`src/rtl/fx_pkg.sv`:
```
package fx_pkg;
   typedef enum logic [2:0] {
      PH_FETCH  = 3'd0,
      PH_IWAIT  = 3'd1,
      PH_IRLD   = 3'd2,
      PH_DECODE = 3'd3,
      PH_OADDR  = 3'd4,
      PH_OWAIT  = 3'd5,
      PH_EXEC   = 3'd6,
      PH_STORE  = 3'd7
   } phase_e;
endpackage

```
`src/rtl/fx_decode.sv`:
```
module fx_decode #(
   parameter int DW  = 32,
   parameter int OPW = 4,
   parameter int RW  = 4,
   localparam int AFW = DW - OPW - 2 - 3 * RW
) (
   input  logic [DW-1:0]  ir,
   output logic [OPW-1:0] op,
   output logic           src_mem,
   output logic           dst_mem,
   output logic [RW-1:0]  rd,
   output logic [RW-1:0]  rs1,
   output logic [RW-1:0]  rs2,
   output logic [AFW-1:0] addr_fld
);
   localparam int SM_POS  = DW - OPW - 1;
   localparam int DM_POS  = SM_POS - 1;
   localparam int RD_TOP  = DM_POS - 1;
   localparam int RS1_TOP = RD_TOP - RW;
   localparam int RS2_TOP = RS1_TOP - RW;

   assign op       = ir[DW-1 -: OPW];
   assign src_mem  = ir[SM_POS];
   assign dst_mem  = ir[DM_POS];
   assign rd       = ir[RD_TOP -: RW];
   assign rs1      = ir[RS1_TOP -: RW];
   assign rs2      = ir[RS2_TOP -: RW];
   assign addr_fld = ir[AFW-1:0];
endmodule

```
`src/rtl/fx_addr_fit.sv`:
```
module fx_addr_fit #(
   parameter int AFW = 14,
   parameter int AW  = 16
) (
   input  logic [AFW-1:0] fld,
   output logic [AW-1:0]  addr
);
   generate
      if (AFW >= AW) begin : g_trunc
         assign addr = fld[AW-1:0];
      end else begin : g_zext
         assign addr = {{(AW-AFW){1'b0}}, fld};
      end
   endgenerate
endmodule

```
`src/rtl/fx_phase_fsm.sv`:
```
module fx_phase_fsm
   import fx_pkg::*;
(
   input  logic   clk,
   input  logic   rst,
   input  logic   mfc,
   input  logic   src_mem,
   input  logic   dst_mem,
   output phase_e st_q,
   output logic   mar_from_pc,
   output logic   mar_from_ir,
   output logic   mdr_from_mem,
   output logic   mdr_from_alu,
   output logic   ir_load,
   output logic   pc_step,
   output logic   rd_strobe,
   output logic   wr_strobe,
   output logic   reg_write
);
   phase_e st_d;

   always_comb begin
      st_d = st_q;
      case (st_q)
         PH_FETCH:  st_d = PH_IWAIT;
         PH_IWAIT:  if (mfc) st_d = PH_IRLD;
         PH_IRLD:   st_d = PH_DECODE;
         PH_DECODE: st_d = src_mem ? PH_OADDR : PH_EXEC;
         PH_OADDR:  st_d = PH_OWAIT;
         PH_OWAIT:  if (mfc) st_d = PH_EXEC;
         PH_EXEC:   st_d = dst_mem ? PH_STORE : PH_FETCH;
         PH_STORE:  if (mfc) st_d = PH_FETCH;
         default:   st_d = PH_FETCH;
      endcase
   end

   always_ff @(posedge clk) begin
      if (rst) st_q <= PH_FETCH;
      else     st_q <= st_d;
   end

   assign rd_strobe    = (st_q == PH_IWAIT) || (st_q == PH_OWAIT);
   assign wr_strobe    = (st_q == PH_STORE);
   assign mar_from_pc  = (st_q == PH_FETCH);
   assign mar_from_ir  = (st_q == PH_OADDR) || ((st_q == PH_EXEC) && dst_mem);
   assign mdr_from_mem = rd_strobe && mfc;
   assign mdr_from_alu = (st_q == PH_EXEC) && dst_mem;
   assign ir_load      = (st_q == PH_IRLD);
   assign pc_step      = (st_q == PH_IRLD);
   assign reg_write    = (st_q == PH_EXEC) && !dst_mem;
endmodule

```
`src/rtl/fx_sequencer.sv`:
```
module fx_sequencer #(
   parameter int DW          = 32,
   parameter int AW          = 16,
   parameter int OPW         = 4,
   parameter int RW          = 4,
   parameter int INSTR_BYTES = 4
) (
   input  logic           clk,
   input  logic           rst,
   output logic [AW-1:0]  mem_addr,
   output logic [DW-1:0]  mem_wdata,
   input  logic [DW-1:0]  mem_rdata,
   output logic           mem_rd,
   output logic           mem_wr,
   input  logic           mem_mfc,
   output logic [RW-1:0]  rf_a_sel,
   output logic [RW-1:0]  rf_b_sel,
   output logic [RW-1:0]  rf_w_sel,
   output logic           rf_we,
   output logic [OPW-1:0] alu_op,
   output logic           alu_b_mdr,
   input  logic [DW-1:0]  alu_result
);
   import fx_pkg::*;

   localparam int AFW = DW - OPW - 2 - 3 * RW;
   localparam logic [AW-1:0] PC_INC = AW'(INSTR_BYTES);

   generate
      if (AFW < 1) begin : g_bad_fields
         $error("fx_sequencer: DW too small for the opcode and register fields");
      end
      if (AW < 2) begin : g_bad_aw
         $error("fx_sequencer: AW must be at least 2");
      end
      if (INSTR_BYTES < 1) begin : g_bad_step
         $error("fx_sequencer: INSTR_BYTES must be positive");
      end
   endgenerate

   logic [AW-1:0]  pc_q, mar_q;
   logic [DW-1:0]  mdr_q, ir_q;
   logic [AFW-1:0] addr_fld;
   logic [AW-1:0]  opnd_addr;
   logic           src_mem, dst_mem;
   logic           mar_from_pc, mar_from_ir, mdr_from_mem, mdr_from_alu;
   logic           ir_load, pc_step;
   phase_e         st_q;

   fx_decode #(.DW(DW), .OPW(OPW), .RW(RW)) u_dec (
      .ir(ir_q), .op(alu_op), .src_mem(src_mem), .dst_mem(dst_mem),
      .rd(rf_w_sel), .rs1(rf_a_sel), .rs2(rf_b_sel), .addr_fld(addr_fld)
   );

   fx_addr_fit #(.AFW(AFW), .AW(AW)) u_fit (.fld(addr_fld), .addr(opnd_addr));

   fx_phase_fsm u_fsm (
      .clk(clk), .rst(rst), .mfc(mem_mfc), .src_mem(src_mem), .dst_mem(dst_mem),
      .st_q(st_q), .mar_from_pc(mar_from_pc), .mar_from_ir(mar_from_ir),
      .mdr_from_mem(mdr_from_mem), .mdr_from_alu(mdr_from_alu),
      .ir_load(ir_load), .pc_step(pc_step),
      .rd_strobe(mem_rd), .wr_strobe(mem_wr), .reg_write(rf_we)
   );

   always_ff @(posedge clk) begin
      if (rst) begin
         pc_q  <= '0;
         mar_q <= '0;
         mdr_q <= '0;
         ir_q  <= '0;
      end else begin
         if (mar_from_pc)       mar_q <= pc_q;
         else if (mar_from_ir)  mar_q <= opnd_addr;
         if (mdr_from_mem)      mdr_q <= mem_rdata;
         else if (mdr_from_alu) mdr_q <= alu_result;
         if (ir_load)           ir_q  <= mdr_q;
         if (pc_step)           pc_q  <= pc_q + PC_INC;
      end
   end

   assign mem_addr  = mar_q;
   assign mem_wdata = mdr_q;
   assign alu_b_mdr = src_mem;
endmodule

```
`config.mk`:
```
export PLATFORM = sky130hd
export DESIGN_NAME = fx_sequencer
export DESIGN_NICKNAME = d
export VERILOG_FILES = /design/src/rtl/fx_pkg.sv /design/src/rtl/fx_decode.sv /design/src/rtl/fx_addr_fit.sv /design/src/rtl/fx_phase_fsm.sv /design/src/rtl/fx_sequencer.sv
export SDC_FILE = /design/constraint.sdc
export NUM_CORES = 1
export LEC_CHECK = 0
export ABC_AREA = 1
export CAP_MARGIN = 30
export CORE_MARGIN = 4
export CORE_UTILIZATION = 45
export CTS_BUF_LIST = sky130_fd_sc_hd__clkbuf_8 sky130_fd_sc_hd__clkbuf_16
export DETAILED_ROUTE_END_ITERATION = 8
export PLACE_DENSITY = 0.81
export SLEW_MARGIN = 30
export SYNTH_ARGS = -nofsm -noshare
export SYNTH_HDL_FRONTEND = slang
export SYNTH_SLANG_ARGS = --single-unit
```
`constraint.sdc`:
```
create_clock -name clk -period 3.16 [get_ports clk]
set_clock_uncertainty 0.1 [all_clocks]
set_input_delay 0.948 -clock clk [delete_from_list [all_inputs] [get_ports clk]]
set_output_delay 0.948 -clock clk [all_outputs]
set_load 0.005 [all_outputs]
```
==> summary.txt, run 1 <==
Nets = 715
CTS tree = done
Rows = 33
initial antenna violation count = 0
worst skew pair latency = 0.36 ns
Synth Cell Area = 3970 µm²
vias = 4186
Worst-path clk slew = 0.09 ns
period utilization = 0.923
Syn Area/Cell = 7.44 µm²
first-pass GRT wire length = 19.4 mm
CTS Sinks = 97
largest cells by area after synthesis = dfxtp_1 49%, nand2_1 14%, a31oi_1 7.1%
Initial Util = 0.473
final setup fails = 0
Post-CTS Setup Repair Bufs = 0
Final Non-Filler Cells = 757
Max-Cap Viols = 0
synth unique cells = 25
# IOs = 135
status = complete, no violations
beginning of the critical path = u_fsm.st_q[0]
I/O Buffers = 134
WHS Endpoint = ir_q[0]
highest-count cells in the layout ignoring fill and taps = 151 x nand2_1, 134 x clkdlybuf4s50_1, 97 x dfxtp_1, 45 x a31oi_1, 45 x a21oi_1
Post-Route WL = 12.2 mm
min Tclk post-route = 2.92 ns
Tot Pwr = 3.33 mW
Post-CTS Hold Buffers = 0
relative slew slack = 0.467
WP data required = 2.11 ns
global route overflow = 0
Critical Path Fanout Max = 7
Fmax achieved = 343 MHz
Mapped Nets = 601
Seq/Total Area, Yosys = 0.490
setup TNS = 0 ns
Min-Delay Startpoint = ir_q[0]
Area Overhead vs Synth = 40.9%
die width = 102 µm
layout cells sized above 1 = 0.0521
vias in the first global route = 3966
WP data arrival = 1.87 ns
Vias/cell = 5.53
RSZ-0062 raised after global routing = false
WL per Instance = 16.1 µm
Yosys top cell area share = 0.490
Detailed Place HPWL = 8.69 mm
Fin. Hold Viols = 0
Placed Area = 5340 µm²
CTS root buf = clkbuf_8
power density cells = 596 nW/µm²
core region area = 8380 µm²
WS Path Type = reg -> out
Leakage Power = 2.01 nW
Least-Margin Pin Slew = 0.797 ns
Hold Path Depth = 2
CTS Buf Count = 9
Die Ht = 102 µm
dominant cell type by area after synthesis = dfxtp_1
flop2flop setup slack = 0.88 ns
DIE AREA = 10400 µm²
drt drc = 0
R2R depth = 8
# diodes = 0
Pre-antenna DRT Iters = 7
GPL Wtd Cong = 0.886
flops & latches, synth = 97
initial DRC count = 268
startpoint types = register
clk buf depth = 2
final instance area = 5590 µm²
post-route ant nets = 0
largest net degree at the start of global routing = 58
Placed Cells = 741
worst hold slack = 0.355 ns
GRT Overall Usage = 0.235
CP Capture Type = output pin
Ys Warns = 0
Mapped Cells = 533
reg2reg start = u_fsm.st_q[0]
worst hold path class = reg -> reg
commonest non-fill, non-tap cell in the layout = nand2_1
Peak VDD IR = 0.320 mV
htree depth = 3
worst reg2reg path endpoint = mem_wdata[3]
cells resized by post-CTS repair = 0
max-slew violation count = 0
[state kept, by name, summed over array words and instances, names as in the netlist]
signal,count
mem_addr,16
ir_q,32
mem_wdata,32
pc_q,14
u_fsm.st_q,3
[through the flow]
| step | setup slack [ns] | utilization |
|---|---|---|
| finish | 0.243 | 0.667 |
| detailed placement | 0.474 | 0.638 |
| floorplan | 1.23 | - |
| CTS | 0.244 | 0.667 |
| global route | 0.183 | 0.667 |
| global placement | 0.609 | 0.638 |
[Yosys cell counts]
cell,number
nand3_1,38
nor3_1,3
nor2_2,3
nand2_1,151
nand3_2,1
xor2_1,1
buf_4,3
o21ai_0,28
nor3_2,1
o21ai_1,28
a31oi_1,45
nand2_2,2
a21oi_1,45
ha_1,1
nor4_1,1
inv_2,4
inv_1,21
nand4_1,6
nor2_4,1
dfxtp_1,97
o21bai_1,1
nor2_1,17
buf_2,15
clkbuf_1,18
buf_1,2
[where the power goes]
part | internal [mW] | leakage, nW | switching [mW]
clock | 0.544 | 0.124 | 0.425
combinational | 0.410 | 1.10 | 0.481
sequential | 1.36 | 0.789 | 0.110
total | 2.31 | 2.01 | 1.02
[kinds of logic after synthesis]
logic type / count (synthesis) / synth area share
AOI/OAI and AO/OA: 147 / 0.200
adders and majority gates: 1 / 0.00315
and+or+nand+nor: 224 / 0.238
DFF: 97 / 0.490
xor gates and xnor gates: 1 / 0.00221
buffers and inverters: 63 / 0.0672
[final cells by class]
cell class              count  area (µm²)
inverters                  25        93.8
repair buffers            141        1420
clock buffers              10         138
clock inverters             6         106
flip-flops and latches     97        1940
fillers                   671        2790
well taps                 105         131
multi-input cells         373        1760
[worst max-delay path, stage by stage, from the launching register on]
cell	delay, ns
dfxtp_1	0.44
inv_2	0.12
nor3_1	0.37
clkdlybuf4s50_1	0.58
[per-layer routing]
metal / global-route usage / share of wire / vias up
met4: 0.0797 / 0.019 / 0
li1: - / - / 2035
met5: 0 / 0 / -
met3: 0.0608 / 0.089 / 22
met1: 0.306 / 0.42 / 1959
met2: 0.382 / 0.48 / 170
[how the worst max path moves through the flow]
stage / to / cells past startpoint
floorplan: mem_rd / 3
global placement: mem_wdata[1] / 6
detailed placement: mem_wdata[3] / 6
CTS: mem_wr / 3
global route: mem_wr / 3
finish: mem_wr / 3
Note: power is estimated with default switching activity, not from simulation.
==> run 2, diff against run 1 <==
SKIP_CTS_REPAIR_TIMING = 1   (was default)
==> results of run 2 <==
Same layout as run 1: the final DEF is identical, and so are final timing and power.
==> run 3, diff against run 2 <==
GPL_ROUTABILITY_DRIVEN = 0   (was default)
==> run 3 against run 2 <==
Sequential power hardly changed. Clock power decreased by 14%. Sequential cell count unchanged. Clock-buffer cell count unchanged.
==> summary.txt, run 3 (synthesis results as in run 1) <==
vias = 4135
htree depth = 3
core region area = 8380 µm²
Area Overhead vs Synth = 39.7%
status = complete, no violations
Peak VDD IR = 0.282 mV
WP data arrival = 1.85 ns
WP data required = 2.11 ns
biggest cell delay along the critical path = 0.58 ns
number of buffers and inverters on the critical path = 2
CTS root buf = clkbuf_8
drt drc = 0
Post-Route WL = 11.8 mm
global route overflow = 0
setup TNS = 0 ns
RSZ-0062 raised after global routing = false
Slowest-stage cell, CP = clkdlybuf4s50_1
Max-Cap Viols = 0
Critical Path Fanout Max = 6
layout cells sized above 1 = 0.0551
die width = 102 µm
Fin. Hold Viols = 0
highest-count cells in the layout ignoring fill and taps = 151 x nand2_1, 134 x clkdlybuf4s50_1, 97 x dfxtp_1, 45 x a31oi_1, 45 x a21oi_1
commonest non-fill, non-tap cell in the layout = nand2_1
CTS Sinks = 97
max-slew violation count = 0
CP Capture Type = output pin
initial antenna violation count = 0
worst-path cell chain = inv_2, nor4_1, clkdlybuf4s50_1
DIE AREA = 10400 µm²
Die Ht = 102 µm
vias in the first global route = 3855
Top delay family on crit path = buffers and inverters
relative slew slack = 0.470
Initial Util = 0.473
Nets = 716
Fmax achieved = 345 MHz
period utilization = 0.918
final setup fails = 0
GRT Overall Usage = 0.231
Detailed Place HPWL = 8.48 mm
Vias/cell = 5.46
Pre-antenna DRT Iters = 5
power density cells = 573 nW/µm²
startpoint types = register
Leakage Power = 1.99 nW
WL per Instance = 15.6 µm
WS Path Type = reg -> out
largest net degree at the start of global routing = 58
# IOs = 135
I/O Buffers = 134
worst hold path class = reg -> reg
Least-Margin Pin Slew = 0.793 ns
clk buf depth = 2
Rows = 33
min Tclk post-route = 2.90 ns
first-pass GRT wire length = 18.9 mm
worst skew pair latency = 0.36 ns
post-route ant nets = 0
CTS tree = done
Final Util = 0.661
CTS Buf Count = 9
Worst-path clk slew = 0.10 ns
# diodes = 0
initial DRC count = 261
-- run 3: cell count changes in the layout (fill, tap and decap cells not counted), sizes merged --
cell    delta
bufinv     -2
clkinv     +1
inv        +1
buf        +1
-- run 3: layout make-up --
cell class	instances	area (µm²)
clock buffer	10	138
fill	681	2840
tap	105	131
sequential	97	1940
timing repair buffer	142	1410
clock inverter	6	65.1
multi-input combinational	373	1760
inverter	25	93.8
-- run 3: worst paths after layout --
kind / startpoint / endpoint / slack (ns) / cells past startpoint
hold / removal: ir_q[0] / ir_q[0] / 0.36 / 2
hold reg to reg: ir_q[0] / ir_q[0] / 0.36 / 2
setup reg to reg: u_fsm.st_q[0] / mem_wdata[25] / 1.07 / 8
setup / recovery: u_fsm.st_q[1] / rf_we / 0.26 / 3
-- run 3: worst min-delay path: stages (launching register included) --
cell and delay (ns):
dfxtp_1 0.31, inv_1 0.06, a21oi_1 0.06
-- run 3: power by group --
group / switching, mW / internal [mW]
Combinational: 0.474 / 0.407
Clock: 0.437 / 0.391
Sequential: 0.107 / 1.36
Total: 1.02 / 2.16
-- run 3: through the flow --
step                area (µm²)  std cells  total power, mW  hold slack (ns)  setup slack [ns]
floorplan                 3970        533             1.94            0.329              1.23
global placement          5340        742             2.35            0.340             0.668
detailed placement        5340        742             2.38            0.348             0.635
CTS                       5540        758             3.19            0.362             0.242
global route              5540        758             3.34            0.394             0.188
finish                    5540        758             3.18            0.363             0.258
-- run 3: layer usage --
layer / GRT usage / share of wire / wire length (µm)
met1: 0.303 / 0.43 / 5130
met2: 0.364 / 0.46 / 5420
met3: 0.0635 / 0.085 / 1010
met4: 0.0878 / 0.024 / 286
met5: 0 / 0 / 0
